$ cat config.mk
export PLATFORM = sky130hd
export DESIGN_NAME = wdog_irq_ctrl
export DESIGN_NICKNAME = d
export VERILOG_FILES = /design/src/rtl/wdi_pkg.sv /design/src/rtl/wdi_prescale.sv /design/src/rtl/wdi_counter.sv /design/src/rtl/wdi_flags.sv /design/src/rtl/wdog_irq_ctrl.sv
export SDC_FILE = /design/constraint.sdc
export NUM_CORES = 1
export LEC_CHECK = 0
export BUFFER_PORTS_ARGS = -buffer_cell sky130_fd_sc_hd__buf_2
export CAP_MARGIN = 40
export CORE_MARGIN = 2
export CORE_UTILIZATION = 46
export DETAILED_ROUTE_END_ITERATION = 12
export PLACE_DENSITY_LB_ADDON = 0.08
export SLEW_MARGIN = 20
export SYNTH_ARGS = -nofsm -noshare
export SYNTH_HDL_FRONTEND = slang
export SYNTH_HIERARCHICAL = 1
export SYNTH_SLANG_ARGS = --single-unit
$ cat constraint.sdc
create_clock -name clk -period 1.77 [get_ports clk]
set_clock_uncertainty 0.15 [all_clocks]
set_input_delay 0.531 -clock clk [delete_from_list [all_inputs] [get_ports clk]]
set_output_delay 0.531 -clock clk [all_outputs]
set_load 0.02 [all_outputs]
$ cat src/rtl/wdi_pkg.sv
package wdi_pkg;
  localparam int TMO_W  = 6;
  localparam int NSRC   = 3;
  localparam int SRC_WD  = 0;
  localparam int SRC_ALM = 1;
  localparam int SRC_PF  = 2;

  // Watchdog control word: strobe in the top bit, lock below it, time-out low
  typedef struct packed {
    logic             strobe;
    logic             lock;
    logic [TMO_W-1:0] tmo;
  } wd_ctl_t;

  function automatic logic [NSRC-1:0] next_flags(input logic [NSRC-1:0] cur,
                                                 input logic [NSRC-1:0] evt,
                                                 input logic            clr);
    return (cur & {NSRC{~clr}}) | evt;
  endfunction

  function automatic logic irq_of(input logic [NSRC-1:0] flags,
                                  input logic [NSRC-1:0] en);
    return |(flags & en);
  endfunction
endpackage

$ cat src/rtl/wdi_prescale.sv
module wdi_prescale #(
  parameter int DIV = 4
) (
  input  logic clk,
  input  logic rst_n,
  input  logic restart,
  output logic tick
);
  localparam int PW = (DIV > 1) ? $clog2(DIV) : 1;

  logic [PW-1:0] pre_q;

  assign tick = (pre_q == PW'(DIV - 1));

  always_ff @(posedge clk or negedge rst_n) begin
    if (!rst_n)               pre_q <= '0;
    else if (restart || tick) pre_q <= '0;
    else                      pre_q <= pre_q + 1'b1;
  end

  generate
    if (DIV > 1) begin : g_spacing

      tick_spacing_chk: assert property (@(posedge clk) disable iff (!rst_n)
        tick |=> !tick);
    end
  endgenerate
endmodule

$ cat src/rtl/wdi_counter.sv
module wdi_counter #(
  parameter int W = wdi_pkg::TMO_W
) (
  input  logic         clk,
  input  logic         rst_n,
  input  logic         tick,
  input  logic         reload,
  input  logic [W-1:0] load_val,
  output logic         expire
);
  logic [W-1:0] cnt_q;

  assign expire = tick && !reload && (cnt_q == W'(1));

  always_ff @(posedge clk or negedge rst_n) begin
    if (!rst_n)                      cnt_q <= '0;
    else if (reload)                 cnt_q <= load_val;
    else if (tick && cnt_q != '0)    cnt_q <= cnt_q - 1'b1;
  end


  reload_value_chk: assert property (@(posedge clk) disable iff (!rst_n)
    reload |=> cnt_q == $past(load_val));

  idle_hold_chk: assert property (@(posedge clk) disable iff (!rst_n)
    (cnt_q == '0 && !reload) |=> cnt_q == '0);

  expire_to_idle_chk: assert property (@(posedge clk) disable iff (!rst_n)
    expire |=> cnt_q == '0);
endmodule

$ cat src/rtl/wdi_flags.sv
module wdi_flags
  import wdi_pkg::*;
(
  input  logic            clk,
  input  logic            rst_n,
  input  logic [NSRC-1:0] evt,
  input  logic            rd,
  input  logic            en_wr,
  input  logic [NSRC-1:0] en_wdata,
  output logic [NSRC-1:0] flags,
  output logic            irq
);
  logic [NSRC-1:0] flags_q, en_q;

  always_ff @(posedge clk or negedge rst_n) begin
    if (!rst_n) begin
      flags_q <= '0;
      en_q    <= '0;
    end else begin
      flags_q <= next_flags(flags_q, evt, rd);
      if (en_wr) en_q <= en_wdata;
    end
  end

  assign flags = flags_q;
  assign irq   = irq_of(flags_q, en_q);


  read_clears_chk: assert property (@(posedge clk) disable iff (!rst_n)
    (rd && evt == '0) |=> flags_q == '0);

  event_wins_chk: assert property (@(posedge clk) disable iff (!rst_n)
    (evt != '0) |=> (flags_q & $past(evt)) == $past(evt));

  flag_sticky_chk: assert property (@(posedge clk) disable iff (!rst_n)
    !rd |=> (flags_q & $past(flags_q)) == $past(flags_q));
endmodule

$ cat src/rtl/wdog_irq_ctrl.sv
module wdog_irq_ctrl
  import wdi_pkg::*;
#(
  parameter int TICK_DIV = 4
) (
  input  logic             clk,
  input  logic             rst_n,
  input  logic             wd_wr,
  input  logic [7:0]       wd_wdata,
  input  logic             ie_wr,
  input  logic [2:0]       ie_wdata,
  input  logic             flag_rd,
  input  logic             alarm_evt,
  input  logic             pfail_evt,
  output logic [2:0]       flag_rdata,
  output logic [5:0]       tmo_value,
  output logic             irq
);
  wd_ctl_t          ctl;
  logic [TMO_W-1:0] tmo_q;
  logic [TMO_W-1:0] load_val;
  logic             reload, tick, wd_expire;
  logic [NSRC-1:0]  evt;

  assign ctl      = wd_ctl_t'(wd_wdata);
  assign reload   = wd_wr && ctl.strobe;
  assign load_val = ctl.lock ? tmo_q : ctl.tmo;

  always_ff @(posedge clk or negedge rst_n) begin
    if (!rst_n)                  tmo_q <= '0;
    else if (wd_wr && !ctl.lock) tmo_q <= ctl.tmo;
  end

  assign tmo_value = tmo_q;

  wdi_prescale #(.DIV(TICK_DIV)) u_pre (
    .clk(clk), .rst_n(rst_n), .restart(reload), .tick(tick)
  );

  wdi_counter #(.W(TMO_W)) u_cnt (
    .clk(clk), .rst_n(rst_n), .tick(tick), .reload(reload),
    .load_val(load_val), .expire(wd_expire)
  );

  always_comb begin
    evt          = '0;
    evt[SRC_WD]  = wd_expire;
    evt[SRC_ALM] = alarm_evt;
    evt[SRC_PF]  = pfail_evt;
  end

  wdi_flags u_flg (
    .clk(clk), .rst_n(rst_n), .evt(evt), .rd(flag_rd),
    .en_wr(ie_wr), .en_wdata(ie_wdata), .flags(flag_rdata), .irq(irq)
  );


  locked_tmo_chk: assert property (@(posedge clk) disable iff (!rst_n)
    (wd_wr && ctl.lock) |=> $stable(tmo_q));

  expire_on_tick_chk: assert property (@(posedge clk) disable iff (!rst_n)
    wd_expire |=> flag_rdata[SRC_WD]);
endmodule

Yosys cells after proc, flatten, opt, wreduce, memory -nomap -nowiden
Cells that the tools add are included.

cells by class
  add/sub/neg operators = 2
  eq/ne operators = 2
  multiplexer cells = 4
  bitwise logic cells = 4
  reduce and logical (&&, ||, !) cells = 11

operators with widths
  operator             number
  $mux 6               3
  $and 3x3->3          2
  $eq 6x1->1 const B   1
  $reduce_bool 6->1    1
  $sub 6x1->6 const B  1
  $logic_and 1x1->1    5
  $or 3x3->3           1
  $reduce_or 3->1      1
  $add 2x1->2 const B  1
  $eq 2x2->1 const B   1
  $logic_not 1->1      2
  $mux 2               1
  $reduce_bool 2->1    1
  $logic_or 1x1->1     1
  $not 1->1            1

storage, ports and cells
  flip-flop bits (word level) = 20
  bits of input ports = 18
  output and inout bits = 10
  logic and storage cells = 28

Logic depth before layout (Yosys ltp)
  word-level depth = 5
  gate-level depth with buffers = 6
  mapped depth without buffers = 6

Modules after synthesis
The synthesis kept the hierarchy.

by module, submodules not included
  module         times used  cells each  area an instance (um2)
  wdi_counter    1           41          405.4
  wdog_irq_ctrl  1           22          350.3
  wdi_flags      1           15          224.0
  wdi_prescale   1           5           85.1

Worst setup path after synthesis
OpenSTA, ideal clock, no wires.

  path kind = input to register
  start point = input wd_wr
  end point = register u_cnt.cnt_q[0]
  data arrival time = 1.733 ns
  path slack = -0.240 ns
  cell stages on the path = 5
  cell sequence = and2_1 -> or4_4 -> nor3b_4 -> or4b_1 -> nand3_1

on the way
  cells in the longest elaborated chain, start to end = 2
  elaborated cells on any way between the ends = 3

RTL lines
  element                                      RTL line             RTL
  from (decl)                                  wdog_irq_ctrl.sv:8   input logic wd_wr,
  $logic_and 1x1->1 (*)                        wdog_irq_ctrl.sv:26  assign reload = wd_wr && ctl.strobe;
  $mux 6 or $reduce_bool 2->1 (tied branches)  --
  to (signal assigned)                         wdi_counter.sv:17    else if (reload) cnt_q <= load_val;
  to (signal assigned)                         wdi_counter.sv:18    else if (tick && cnt_q != '0) cnt_q <= cnt_q - 1'b1;
  to (decl)                                    wdi_counter.sv:11    logic [W-1:0] cnt_q;

Every way passes the cells marked *; elsewhere a longest branch is shown, timed or not.
A chain may end at the register's enable or synchronous reset.

Final worst setup path
  start point = register u_flg.en_q[0]
  end point = output irq

on the way
  cells in the longest elaborated chain, start to end = 2

RTL lines
  element                 RTL line             RTL
  from (decl)             wdi_flags.sv:13      logic [NSRC-1:0] flags_q, en_q;
  from (signal assigned)  wdi_flags.sv:21      if (en_wr) en_q <= en_wdata;
  $and 3x3->3             wdi_pkg.sv:23        return |(flags & en);
  $reduce_or 3->1         wdi_pkg.sv:23
  to (decl)               wdog_irq_ctrl.sv:17  output logic irq

No other way between the ends.

==> flow_summary.ini <==
[synthesis]
ys_seq_area_frac = 0.470
synth_nets = 105
synth_enable_flop_cells = 0
ys_types = 31
postSynthAreaPerCell_um2 = 12.8
synth_async_sr_flop_share = 1.00
synth_cells = 83
ys_ff_latch = 20
ys.flop_type = dfrtp_1
synth_area_um2 = 1060
synth_warnings = 6

[critical_path]
worstSetupEndpointType = primary output
crit_path_start_kind = register
critPathKind = reg -> out
critPathArrivalTime_ps = 1250
cp.required_ps = 1090
critPathMaxFanout = 2

[finish]
fin_nets = 148
multi_input_area_um2 = 542
fillers = 192
final_cell_area_um2 = 1370
stdcell_count = 153
area_growth_pct = 28.8
register_area_um2 = 500
drive_gt1_frac = 0.552
antenna_cells = 0

[timing]
post-route-period-util = 1.09
min_period_ps = 1930
finalSetupViolations = 3
tns_ps = -199
fin_ws_ps = -159
timing.fmax_mhz = 518
rsz0062_at_grt = true
slew_violations = 0
slew_headroom = 0.686
hold_violations = 0
tightest_slew_ps = 471
whs_ps = 10.2

[global_route]
grt_max_degree = 21
grt_use_total = 0.166
grt_pass1_vias = 765
grt_pass1_wl_um = 3310
use_met2 = 0.249
grt-ovfl-total = 0
antenna_found_initial = 0
gr-usage-met1 = 0.228
grtUsageMet3 = 0.0345
top_usage_layer = met2

[status]
violations = setup timing
status = finished with violations

[min_path]
min_path_type = in -> async

[clock_tree]
clkTransAtPathRegs_ps = 120
cts.sinks = 20
clockBufferDepth = 2
postCtsHoldBufs = 0
cts_tree = yes
cts_root_buffer = clkbuf_4
htreeDepth = 1
cts_buffers = 3
clk_latency_ps = 300

[detailed_routing]
avgViaCountPerCell = 5.14
drtAntennaViolNets = 0
num_vias = 787
avgRoutedWirePerCell_um = 13.2
first_pass_iters = 4
drt-total-wl_um = 2020
drc = 0
drt-initial-drc-count = 5

[power]
peakVddDrop_mv = 0.643
finalPower_mw = 1.39
p_leak_nw = 0.677
powerDensity_nw_per_um2 = 1010

[die]
die_h_um = 52.1
num_io_pins = 28
initial_core_util = 0.486
core.rowCount = 17
core_area_um2 = 2190
die_w_um = 52.1
die_area_um2 = 2720

[placement]
dp_cells = 145
place_hpwl_um = 1470
gp_congestion = 0.853
portBuffers = 27
place_area_um2 = 1280

[job]
maxCapViolations = 0
-- worst paths after layout --
kind	from	endpoint	slack, ps	depth (start not counted)
setup / recovery	u_flg/en_q[0]	irq	-160	3
hold / removal	rst_n	tmo_value[4]	10	1
setup reg to reg	u_cnt/cnt_q[2]	u_cnt/cnt_q[0]	-30	4
hold reg to reg	u_pre/pre_q[0]	u_pre/pre_q[0]	310	1
max in group asynchronous	rst_n	u_flg/en_q[2]	1140	1
min in group clk	pfail_evt	u_flg/flags[2]	250	2
-- cell usage after synthesis, drive strengths merged (2+ instances only) --
cell,n,area (um^2)
buf,2,22.5
dfrtp,20,500
a21o,3,22.5
o31ai,2,15.0
nor3b,2,31.3
inv,5,18.8
o21a,3,22.5
a21oi,3,15.0
ha,4,50.1
or4b,2,23.8
mux2,15,191
o21ai,2,10.0
nor2,4,15.0
nor3,3,25.0
nand2,3,11.3
-- final cells by class --
type,instances,share of cell area
inverter,5,0.0137
tap,28,0.0255
sequential,20,0.365
multi-input combinational,56,0.395
timing repair buffer,40,0.174
clock buffer,4,0.0265
-- cell families (layout without fill, tap and decap cells) --
| kind of cell | Yosys count | after routing | share of synthesized area |
|---|---|---|---|
| flops | 20 | 20 | 0.470 |
| compound gates | 18 | 18 | 0.122 |
| simple gates | 18 | 18 | 0.134 |
| mux | 15 | 15 | 0.180 |
| buf+inv | 7 | 49 | 0.0388 |
| fa+ha+maj | 4 | 4 | 0.0470 |
| xor+xnor | 1 | 1 | 0.00823 |
-- placed cells by master (no fill, tap or decap) --
cell,instances
a21o_1,3
nor2_1,4
nor3_4,1
nor3_1,1
o21ai_1,2
o31ai_2,2
a22oi_1,1
xnor2_1,1
a31oi_1,1
nand2_1,3
a211oi_2,1
or4_4,1
dfrtp_1,20
buf_2,26
clkbuf_4,3
nand3_1,1
nor3b_2,1
mux2_4,6
nand2b_4,1
mux2_2,8
nor3_2,1
buf_6,1
and2_4,1
a21oi_1,3
or4b_4,1
o311ai_0,1
or4b_1,1
ha_1,4
a222oi_1,1
inv_1,5
clkbuf_8,1
mux2_1,1
buf_4,13
nor3b_4,1
o21a_1,3
-- critical path: stages, from the launching register on --
cell,delay (ps)
dfrtp_1,390
a222oi_1,330
inv_1,90
buf_6,140
-- timing repair --
| action | in CTS | in global routing |
|---|---|---|
| buffers inserted | 3 | 1 |
| setup endpoints to repair | 4 | 7 |
| pin swaps | 3 | 4 |
| resized for setup | 0 | 6 |
| hold endpoints to repair | 0 | 0 |
-- power breakdown --
group	switching (mW)	internal, mW	total (mW)
registers	0.0758	0.554	0.630
logic	0.227	0.265	0.492
clock network	0.144	0.126	0.269
total	0.446	0.945	1.39
-- metal layers --
layer,wire length (um),up-vias
met5,0,-
met4,29,0
met3,70,4
met2,957,12
met1,966,384
li1,-,387
-- per-stage QoR --
step                utilization  setup WS [ps]
detailed placement        0.585           -282
global route              0.626           -272
CTS                       0.612           -178
floorplan                     -           -161
finish                    0.626           -159
global placement          0.585           -243
-- sequential cells by signal, summed over array words and instances, names as in the netlist --
register and flops:
u_pre/pre_q 2, u_flg/flags 3, u_flg/en_q 3, u_cnt/cnt_q 6, tmo_value 6
Power figures use the tool's default switching activity.
